File: config.mk
export PLATFORM = sky130hd
export DESIGN_NAME = vec_crack_sched
export DESIGN_NICKNAME = d
export VERILOG_FILES = /design/src/rtl/vcs_pkg.sv /design/src/rtl/vcs_lane_pick.sv /design/src/rtl/vcs_upper_hold.sv /design/src/rtl/vcs_issue_mux.sv /design/src/rtl/vec_crack_sched.sv
export SDC_FILE = /design/constraint.sdc
export NUM_CORES = 1
export LEC_CHECK = 0
export ABC_AREA = 1
export BUFFER_PORTS_ARGS = -buffer_cell sky130_fd_sc_hd__buf_4
export CAP_MARGIN = 20
export CELL_PAD_IN_SITES_DETAIL_PLACEMENT = 0
export CELL_PAD_IN_SITES_GLOBAL_PLACEMENT = 2
export CORE_AREA = 4 4 408 410
export CTS_BUF_LIST = sky130_fd_sc_hd__clkbuf_4
export DETAILED_ROUTE_END_ITERATION = 10
export DIE_AREA = 0 0 412 414
export HOLD_SLACK_MARGIN = 0.06
export PLACE_DENSITY_LB_ADDON = 0.1
export REMOVE_ABC_BUFFERS = 1
export SYNTH_ARGS = -nofsm -noshare
export SYNTH_HDL_FRONTEND = slang
export SYNTH_SLANG_ARGS = --single-unit
File: constraint.sdc
create_clock -name clk -period 2.3 [get_ports clk]
set_input_delay 0.345 -clock clk [delete_from_list [all_inputs] [get_ports clk]]
set_output_delay 0.345 -clock clk [all_outputs]
set_load 0.1 [all_outputs]
File: src/rtl/vcs_pkg.sv
package vcs_pkg;
    localparam int NUM_LANES = 2;

    typedef enum logic {
        ST_IDLE,
        ST_HOLD
    } hold_state_e;

    typedef enum logic [1:0] {
        SRC_NONE,
        SRC_HELD,
        SRC_NEW
    } lane_src_e;
endpackage

File: src/rtl/vcs_lane_pick.sv
module vcs_lane_pick
    import vcs_pkg::*;
(
    input  logic                         dual_mode,
    input  logic [NUM_LANES-1:0]         lane_stall,
    input  logic                         held_vld,
    input  logic                         in_valid,
    output lane_src_e [NUM_LANES-1:0]    lane_src,
    output logic                         held_go,
    output logic                         in_ready
);
    logic [NUM_LANES-1:0] lane_ok;
    logic any_ok;
    logic all_ok;

    // Lanes above 0 are usable only in paired mode.
    always_comb begin
        for (int k = 0; k < NUM_LANES; k++) begin
            lane_ok[k] = !lane_stall[k] && ((k == 0) || dual_mode);
        end
    end

    assign any_ok = |lane_ok;
    assign all_ok = &lane_ok;

    // Older uop (held upper half) claims the lowest usable lane first.
    always_comb begin
        for (int k = 0; k < NUM_LANES; k++) begin
            lane_src[k] = SRC_NONE;
        end
        held_go  = held_vld && any_ok;
        in_ready = held_vld ? all_ok : any_ok;
        unique case (held_vld)
            1'b1: begin
                if (lane_ok[0]) begin
                    lane_src[0] = SRC_HELD;
                    if (lane_ok[1] && in_valid) begin
                        lane_src[1] = SRC_NEW;
                    end
                end else if (lane_ok[1]) begin
                    lane_src[1] = SRC_HELD;
                end
            end
            1'b0: begin
                if (in_valid) begin
                    if (lane_ok[0]) begin
                        lane_src[0] = SRC_NEW;
                    end else if (lane_ok[1]) begin
                        lane_src[1] = SRC_NEW;
                    end
                end
            end
        endcase
    end
endmodule

File: src/rtl/vcs_upper_hold.sv
module vcs_upper_hold
    import vcs_pkg::*;
#(
    parameter int TAG_W  = 6,
    parameter int HALF_W = 256
) (
    input  logic              clk,
    input  logic              rst,
    input  logic              load,
    input  logic              held_go,
    input  logic [TAG_W-1:0]  in_tag,
    input  logic [HALF_W-1:0] in_opnd_hi,
    output logic              held_vld,
    output logic [TAG_W-1:0]  held_tag,
    output logic [HALF_W-1:0] held_opnd
);
    hold_state_e state_q;
    hold_state_e state_d;
    logic        capture;

    always_comb begin
        state_d = state_q;
        capture = 1'b0;
        unique case (state_q)
            ST_IDLE: begin
                if (load) begin
                    state_d = ST_HOLD;
                    capture = 1'b1;
                end
            end
            ST_HOLD: begin
                if (held_go && load) begin
                    state_d = ST_HOLD;
                    capture = 1'b1;
                end else if (held_go) begin
                    state_d = ST_IDLE;
                end
            end
        endcase
    end

    always_ff @(posedge clk) begin
        if (rst) begin
            state_q <= ST_IDLE;
        end else begin
            state_q <= state_d;
        end
    end

    always_ff @(posedge clk) begin
        if (rst) begin
            held_tag  <= '0;
            held_opnd <= '0;
        end else if (capture) begin
            held_tag  <= in_tag;
            held_opnd <= in_opnd_hi;
        end
    end

    always_comb begin
        held_vld = (state_q == ST_HOLD);
    end

    AST_LOAD_ENTERS_HOLD: assert property (@(posedge clk) disable iff (rst)
        load |=> held_vld);
    AST_BLOCKED_HALF_KEPT: assert property (@(posedge clk) disable iff (rst)
        (held_vld && !held_go) |=> (held_vld && $stable(held_tag) && $stable(held_opnd)));
    AST_RESET_DROPS_HALF: assert property (@(posedge clk) disable iff (rst)
        $past(rst) |-> !held_vld);
endmodule

File: src/rtl/vcs_issue_mux.sv
module vcs_issue_mux
    import vcs_pkg::*;
#(
    parameter int TAG_W  = 6,
    parameter int HALF_W = 256
) (
    input  lane_src_e [NUM_LANES-1:0]              lane_src,
    input  logic [TAG_W-1:0]                       held_tag,
    input  logic [HALF_W-1:0]                      held_opnd,
    input  logic [TAG_W-1:0]                       new_tag,
    input  logic [HALF_W-1:0]                      new_opnd,
    output logic [NUM_LANES-1:0]                   lane_vld,
    output logic [NUM_LANES-1:0]                   lane_half,
    output logic [NUM_LANES-1:0][TAG_W-1:0]        lane_tag,
    output logic [NUM_LANES-1:0][HALF_W-1:0]       lane_opnd
);
    for (genvar k = 0; k < NUM_LANES; k++) begin : g_lane
        always_comb begin
            unique case (lane_src[k])
                SRC_HELD: begin
                    lane_vld[k]  = 1'b1;
                    lane_half[k] = 1'b1;
                    lane_tag[k]  = held_tag;
                    lane_opnd[k] = held_opnd;
                end
                SRC_NEW: begin
                    lane_vld[k]  = 1'b1;
                    lane_half[k] = 1'b0;
                    lane_tag[k]  = new_tag;
                    lane_opnd[k] = new_opnd;
                end
                default: begin
                    lane_vld[k]  = 1'b0;
                    lane_half[k] = 1'b0;
                    lane_tag[k]  = '0;
                    lane_opnd[k] = '0;
                end
            endcase
        end
    end
endmodule

File: src/rtl/vec_crack_sched.sv
module vec_crack_sched
    import vcs_pkg::*;
#(
    parameter int TAG_W  = 6,
    parameter int HALF_W = 256
) (
    input  logic                  clk,
    input  logic                  rst,
    input  logic                  dual_mode,
    input  logic [1:0]            lane_stall,
    input  logic                  in_valid,
    output logic                  in_ready,
    input  logic                  in_wide,
    input  logic [TAG_W-1:0]      in_tag,
    input  logic [2*HALF_W-1:0]   in_opnd,
    output logic                  lane0_vld,
    output logic [TAG_W-1:0]      lane0_tag,
    output logic                  lane0_half,
    output logic [HALF_W-1:0]     lane0_opnd,
    output logic                  lane1_vld,
    output logic [TAG_W-1:0]      lane1_tag,
    output logic                  lane1_half,
    output logic [HALF_W-1:0]     lane1_opnd
);
    localparam int OPND_W = 2 * HALF_W;

    lane_src_e [NUM_LANES-1:0]         lane_src;
    logic                              held_vld;
    logic                              held_go;
    logic [TAG_W-1:0]                  held_tag;
    logic [HALF_W-1:0]                 held_opnd;
    logic                              accept;
    logic                              load_upper;
    logic [NUM_LANES-1:0]              lane_vld;
    logic [NUM_LANES-1:0]              lane_half;
    logic [NUM_LANES-1:0][TAG_W-1:0]   lane_tag;
    logic [NUM_LANES-1:0][HALF_W-1:0]  lane_opnd;

    assign accept     = in_valid && in_ready;
    assign load_upper = accept && in_wide;

    vcs_lane_pick i_pick (
        .dual_mode  (dual_mode),
        .lane_stall (lane_stall),
        .held_vld   (held_vld),
        .in_valid   (in_valid),
        .lane_src   (lane_src),
        .held_go    (held_go),
        .in_ready   (in_ready)
    );

    vcs_upper_hold #(.TAG_W(TAG_W), .HALF_W(HALF_W)) i_hold (
        .clk        (clk),
        .rst        (rst),
        .load       (load_upper),
        .held_go    (held_go),
        .in_tag     (in_tag),
        .in_opnd_hi (in_opnd[OPND_W-1:HALF_W]),
        .held_vld   (held_vld),
        .held_tag   (held_tag),
        .held_opnd  (held_opnd)
    );

    vcs_issue_mux #(.TAG_W(TAG_W), .HALF_W(HALF_W)) i_mux (
        .lane_src   (lane_src),
        .held_tag   (held_tag),
        .held_opnd  (held_opnd),
        .new_tag    (in_tag),
        .new_opnd   (in_opnd[HALF_W-1:0]),
        .lane_vld   (lane_vld),
        .lane_half  (lane_half),
        .lane_tag   (lane_tag),
        .lane_opnd  (lane_opnd)
    );

    assign lane0_vld  = lane_vld[0];
    assign lane0_tag  = lane_tag[0];
    assign lane0_half = lane_half[0];
    assign lane0_opnd = lane_opnd[0];
    assign lane1_vld  = lane_vld[1];
    assign lane1_tag  = lane_tag[1];
    assign lane1_half = lane_half[1];
    assign lane1_opnd = lane_opnd[1];

    AST_LANE1_QUIET_SINGLE: assert property (@(posedge clk) disable iff (rst)
        !dual_mode |-> !lane1_vld);
    AST_SINGLE_HALVES_BACK_TO_BACK: assert property (@(posedge clk) disable iff (rst)
        (load_upper && !dual_mode) |=> (dual_mode || lane_stall[0] ||
            (lane0_vld && lane0_half && !in_ready && lane0_tag == $past(in_tag))));
    AST_UPPER_BEFORE_NEW: assert property (@(posedge clk) disable iff (rst)
        load_upper |=> (!in_ready || (lane0_vld && lane0_half)));
    AST_PAIR_OLDER_ON_LANE0: assert property (@(posedge clk) disable iff (rst)
        (lane0_vld && lane1_vld) |-> (lane0_half && !lane1_half));
    AST_STALL_LANE0_QUIET: assert property (@(posedge clk) disable iff (rst)
        lane_stall[0] |-> !lane0_vld);
    AST_STALL_LANE1_QUIET: assert property (@(posedge clk) disable iff (rst)
        lane_stall[1] |-> !lane1_vld);
    AST_NO_LANE_NO_ACCEPT: assert property (@(posedge clk) disable iff (rst)
        (lane_stall[0] && (lane_stall[1] || !dual_mode)) |-> (!in_ready && !lane0_vld && !lane1_vld));
endmodule

==> results.md <==
- The number of buffer and inverter stages on the critical path is 4.
- The part of the Yosys area used for sequential elements is 0.2669.
- The root cell of the clock tree is sky130_fd_sc_hd__clkbuf_4.
- The first global-routing pass estimated 207500 um of wire.
- The slowest cell on the critical path is sky130_fd_sc_hd__dfxtp_4.
- The share of post-route cells with drive strength above 1 is 0.4423.
- The shortest period the worst path allows is 3122 ps.
- The final reports fail on negative setup slack.
- The I/O pin total is 1054.
- The die is about 410 um wide.
- For this run, the slowest stage of the critical path takes 390 ps.
- The biggest area contributor in the post-synthesis netlist is sky130_fd_sc_hd__dfxtp_1.
- The power density of the placed cells is 389.9 nW/um^2.
- The count of input and output buffers is 1053.
- The longest clock path from root to sink contains 3 buffers.
- The count of standard-cell rows is 148.
- The area of the mapped netlist is about 20000 um^2.
- The routed wire length is 152700 um.
- The min-delay analysis places its worst path in the category input port to register.
- The smallest hold slack is 306.0 ps.
- STA classifies the critical path startpoint as a register.
- The post-route non-filler standard cell count is slightly above 7000.
- The number of failing hold endpoints at the final stage was 0.
- The H-tree depth reported by CTS is 3.
- The proportion of total power due to net switching is 0.4043.
- Buffers inserted during clock tree synthesis total 97.
- The average detailed-routed wire length per instance is 21.29 um.
- Traced cell by cell, the critical path runs through nand2_4 > nor2_4 > ha_4 > buf_12 > buf_16 > buf_16 > nand2_1 > a21oi_1 > buf_6.
- Of the total power, registers draw 0.304.
- The period utilization is 1.357.
- Compared with the post-synthesis result, the final layout area differs by 123.4%.
- The detailed-route vias per instance is 3.850.
- The maximum ir drop on the vdd rail is 0.2668 mV.
- The initial cell density of the core is 0.1215.
- At the pin with the least slew margin, the transition time is 535.4 ps.
- The switching power total is 6948 uW.
- The sort of element at the end of the critical path is an output port.
- The total count of max-transition violations in the final report is 0.
- Synthesis handed over a netlist of about 3500 instances.
- The iteration-0 DRC count of the detailed router is roughly 1000.
- Setup repair after global routing could not meet its margin everywhere.
- Static timing analysis puts the maximum clock frequency at 320.3 MHz.
- The largest fanout on the critical path is 11.
- The share of total power dissipated in combinational logic is 0.363.
- The leakage component of the power is 0.01950 uW.
- The warning count from the yosys run is 0.
- After synthesis, the mean cell area works out to 5.709 um^2.
- Entering global routing, the biggest net connects 65 pins.
- The worst relative slew slack is 0.6393.
- The initial antenna violation count is 34.
- The required time at the endpoint of the critical path is 1960 ps.
- After detailed routing, the number of remaining DRC violations is 0.
- The floorplan step set the die height to 414 um.
- In the global route stage, overall resource usage came out at 0.1645.
- The part of the total power dissipated in the clock network is 0.332.
- The most common cell type on the critical path is sky130_fd_sc_hd__buf_16.
- The via count is around 28000.
- At the end of routability-driven placement, the weighted congestion stood at 0.7829.
- The top-area cell type share of the netlist area is 0.2669.
- The minimum setup slack in the final design is -821.9 ps.
- The post-route clock skew is about 53 ps.
- After floorplanning, the core was sized to cover 162400 um^2.
- The total internal power is between 10000 and 15000 uW.
- For the worst-skew pair, the clock arrives at the later sink with an insertion delay of 910 ps.
- For this run, the post-layout net count is around 5400.
- The floorplan step defined a die boundary enclosing 170600 um^2.
- The count of max-cap constraint violations is 0.
- After clock tree synthesis, the clock-pin slew on the worst setup and hold paths is 60 ps.
- The via count of the first global-routing pass came to 28660.
- CTS saw around 260 sinks.
- The cell total after placement is 6633.
- The final HPWL from detailed placement is 113400 um.
- After synthesis, the cell types taking the most area are sky130_fd_sc_hd__dfxtp_1 27%, sky130_fd_sc_hd__nand2_1 20%, sky130_fd_sc_hd__inv_1 10%.
- The setup path with the least slack is of type register to output port.
- The pre-antenna-repair detailed-routing pass consisted of 5 iterations.
- The number of endpoints failing setup at the final stage is 529.
- TritonCTS built the clock tree.
- The number of nets still failing antenna checks after routing is 0.
- The final sum of negative setup slack is -357560 ps.
- The run finished, with violations left.
- The post-synthesis register bit count is between 200 and 300.
- Prior to clock tree synthesis, the placed netlist has a worst setup slack of -526.5 ps.
- The arrival time of the worst setup path is between 2000 and 3000 ps.
- The category of cells accounting for the largest share of critical-path delay is buffers and inverters.
- The total overflow left after global routing is 0.
- The number of distinct library cells after synthesis is 19.
## final timing paths
kind | from | endpoint | slack (ps) | cells past startpoint
worst max-delay path | i_hold.held_vld$_SDFF_PP0_ | lane1_opnd[15] | -820 | 9
worst min-delay path | rst | i_hold.held_vld$_SDFF_PP0_ | 310 | 3
worst max register to register | i_hold.held_vld$_SDFF_PP0_ | i_hold.held_opnd[43]$_SDFFE_PP0P_ | 340 | 10
worst min register to register | i_hold.held_opnd[29]$_SDFFE_PP0P_ | i_hold.held_opnd[29]$_SDFFE_PP0P_ | 510 | 2
## power by group through the flow
stage	registers, uW	clock network [uW]	logic (uW)
finish	5230	5710	6240
global route	5270	6410	6660
CTS	5240	6180	5980
detailed placement	5340	0	5260
global placement	5330	0	5270
floorplan	5130	0	3280
## cells in the final DEF, fill, tap and decap left out
cell type	n
sky130_fd_sc_hd__o21ai_1	1
sky130_fd_sc_hd__clkinv_8	1
sky130_fd_sc_hd__inv_4	1
sky130_fd_sc_hd__nand2_2	62
sky130_fd_sc_hd__a21oi_2	271
sky130_fd_sc_hd__o21ai_2	4
sky130_fd_sc_hd__buf_8	42
sky130_fd_sc_hd__inv_8	2
sky130_fd_sc_hd__a21oi_4	160
sky130_fd_sc_hd__diode_2	23
sky130_fd_sc_hd__clkbuf_16	19
sky130_fd_sc_hd__clkinv_1	13
sky130_fd_sc_hd__nand2_1	835
sky130_fd_sc_hd__nand3_4	2
sky130_fd_sc_hd__inv_1	523
sky130_fd_sc_hd__dlygate4sd3_1	266
sky130_fd_sc_hd__nand2_8	1
sky130_fd_sc_hd__clkinvlp_4	2
sky130_fd_sc_hd__buf_16	26
sky130_fd_sc_hd__inv_2	2
sky130_fd_sc_hd__clkbuf_4	150
sky130_fd_sc_hd__nor2_4	1
sky130_fd_sc_hd__nand2_4	158
sky130_fd_sc_hd__dfxtp_4	1
sky130_fd_sc_hd__buf_12	312
sky130_fd_sc_hd__buf_6	45
sky130_fd_sc_hd__o21ai_0	252
sky130_fd_sc_hd__o21ai_4	5
sky130_fd_sc_hd__nand3_1	264
sky130_fd_sc_hd__ha_4	2
sky130_fd_sc_hd__a21oi_1	94
sky130_fd_sc_hd__buf_4	928
sky130_fd_sc_hd__bufinv_16	2
sky130_fd_sc_hd__dfxtp_1	262
sky130_fd_sc_hd__nor2_1	263
## synthesized netlist by cell type
cell type	number
sky130_fd_sc_hd__buf_1	2
sky130_fd_sc_hd__ha_1	2
sky130_fd_sc_hd__buf_12	1
sky130_fd_sc_hd__nand3_1	266
sky130_fd_sc_hd__o21ai_0	262
sky130_fd_sc_hd__buf_6	22
sky130_fd_sc_hd__clkbuf_2	7
sky130_fd_sc_hd__dfxtp_1	263
sky130_fd_sc_hd__nand2_1	1055
sky130_fd_sc_hd__inv_1	526
sky130_fd_sc_hd__buf_8	1
sky130_fd_sc_hd__buf_2	138
sky130_fd_sc_hd__buf_4	15
sky130_fd_sc_hd__nor2_1	264
sky130_fd_sc_hd__clkbuf_1	103
sky130_fd_sc_hd__nand2_2	1
sky130_fd_sc_hd__inv_2	2
sky130_fd_sc_hd__a21oi_1	336
sky130_fd_sc_hd__a21oi_2	189
## repair_timing
item / 4_1_cts / 5_1_grt
pin swaps: 130 / 218
endpoints found under the hold margin: 263 / 0
setup buffers: 24 / 24
endpoints found under the setup margin: 529 / 529
hold buffers: 266 / 0
cloned: 17 / 23
resized for setup: 805 / 898
## routing by layer
layer | vias to the layer above | track usage | share of wire | wire length (um)
li1 | 13750 | - | - | -
met5 | - | 0 | 0.00055 | 84
met4 | 14 | 0.04076 | 0.021 | 3220
met2 | 758 | 0.2939 | 0.50 | 76800
met1 | 12920 | 0.1966 | 0.42 | 63860
met3 | 169 | 0.03915 | 0.057 | 8703
## state kept, by name, summed over array words and instances, names as in the netlist
name              cells
i_hold.held_vld       1
i_hold.held_opnd    256
i_hold.held_tag       6
## per-stage QoR
| step | total power, uW | utilization | cell area (um^2) |
|---|---|---|---|
| after detailed placement | 10600 | 0.1942 | 31540 |
| final | 17190 | 0.2714 | 44070 |
| after floorplan | 8420 | - | 18210 |
| after global placement | 10600 | 0.1942 | 31540 |
| after CTS | 17400 | 0.2434 | 39520 |
| after global routing | 18350 | 0.2713 | 44050 |
## cells by family (layout without fill, tap and decap cells)
kind of cell               Yosys count  count (layout)  synth area share
and+or+nand+nor                   1586            1586            0.3188
buffers and inverters              817            2334            0.1773
AOI/OAI and AO/OA                  787             787            0.2357
DFF                                263             263            0.2669
adders and majority gates            2               2          0.001269
other                                0              23                 0
## cell type report
type	instances	area, um^2
inverter	528	2012
antenna	23	57.56
timing repair buffer	1638	18200
clock buffer	150	1126
fill	18230	118300
tap	2175	2721
multi-input combinational	2375	14560
sequential	263	5269
clock inverter	18	127.6
## tightest hold or removal path, cell delays in order
cell and delay (ps):
sky130_fd_sc_hd__dlygate4sd3_1 580, sky130_fd_sc_hd__buf_4 160, sky130_fd_sc_hd__a21oi_1 50
(Power assumes the default switching activity.)
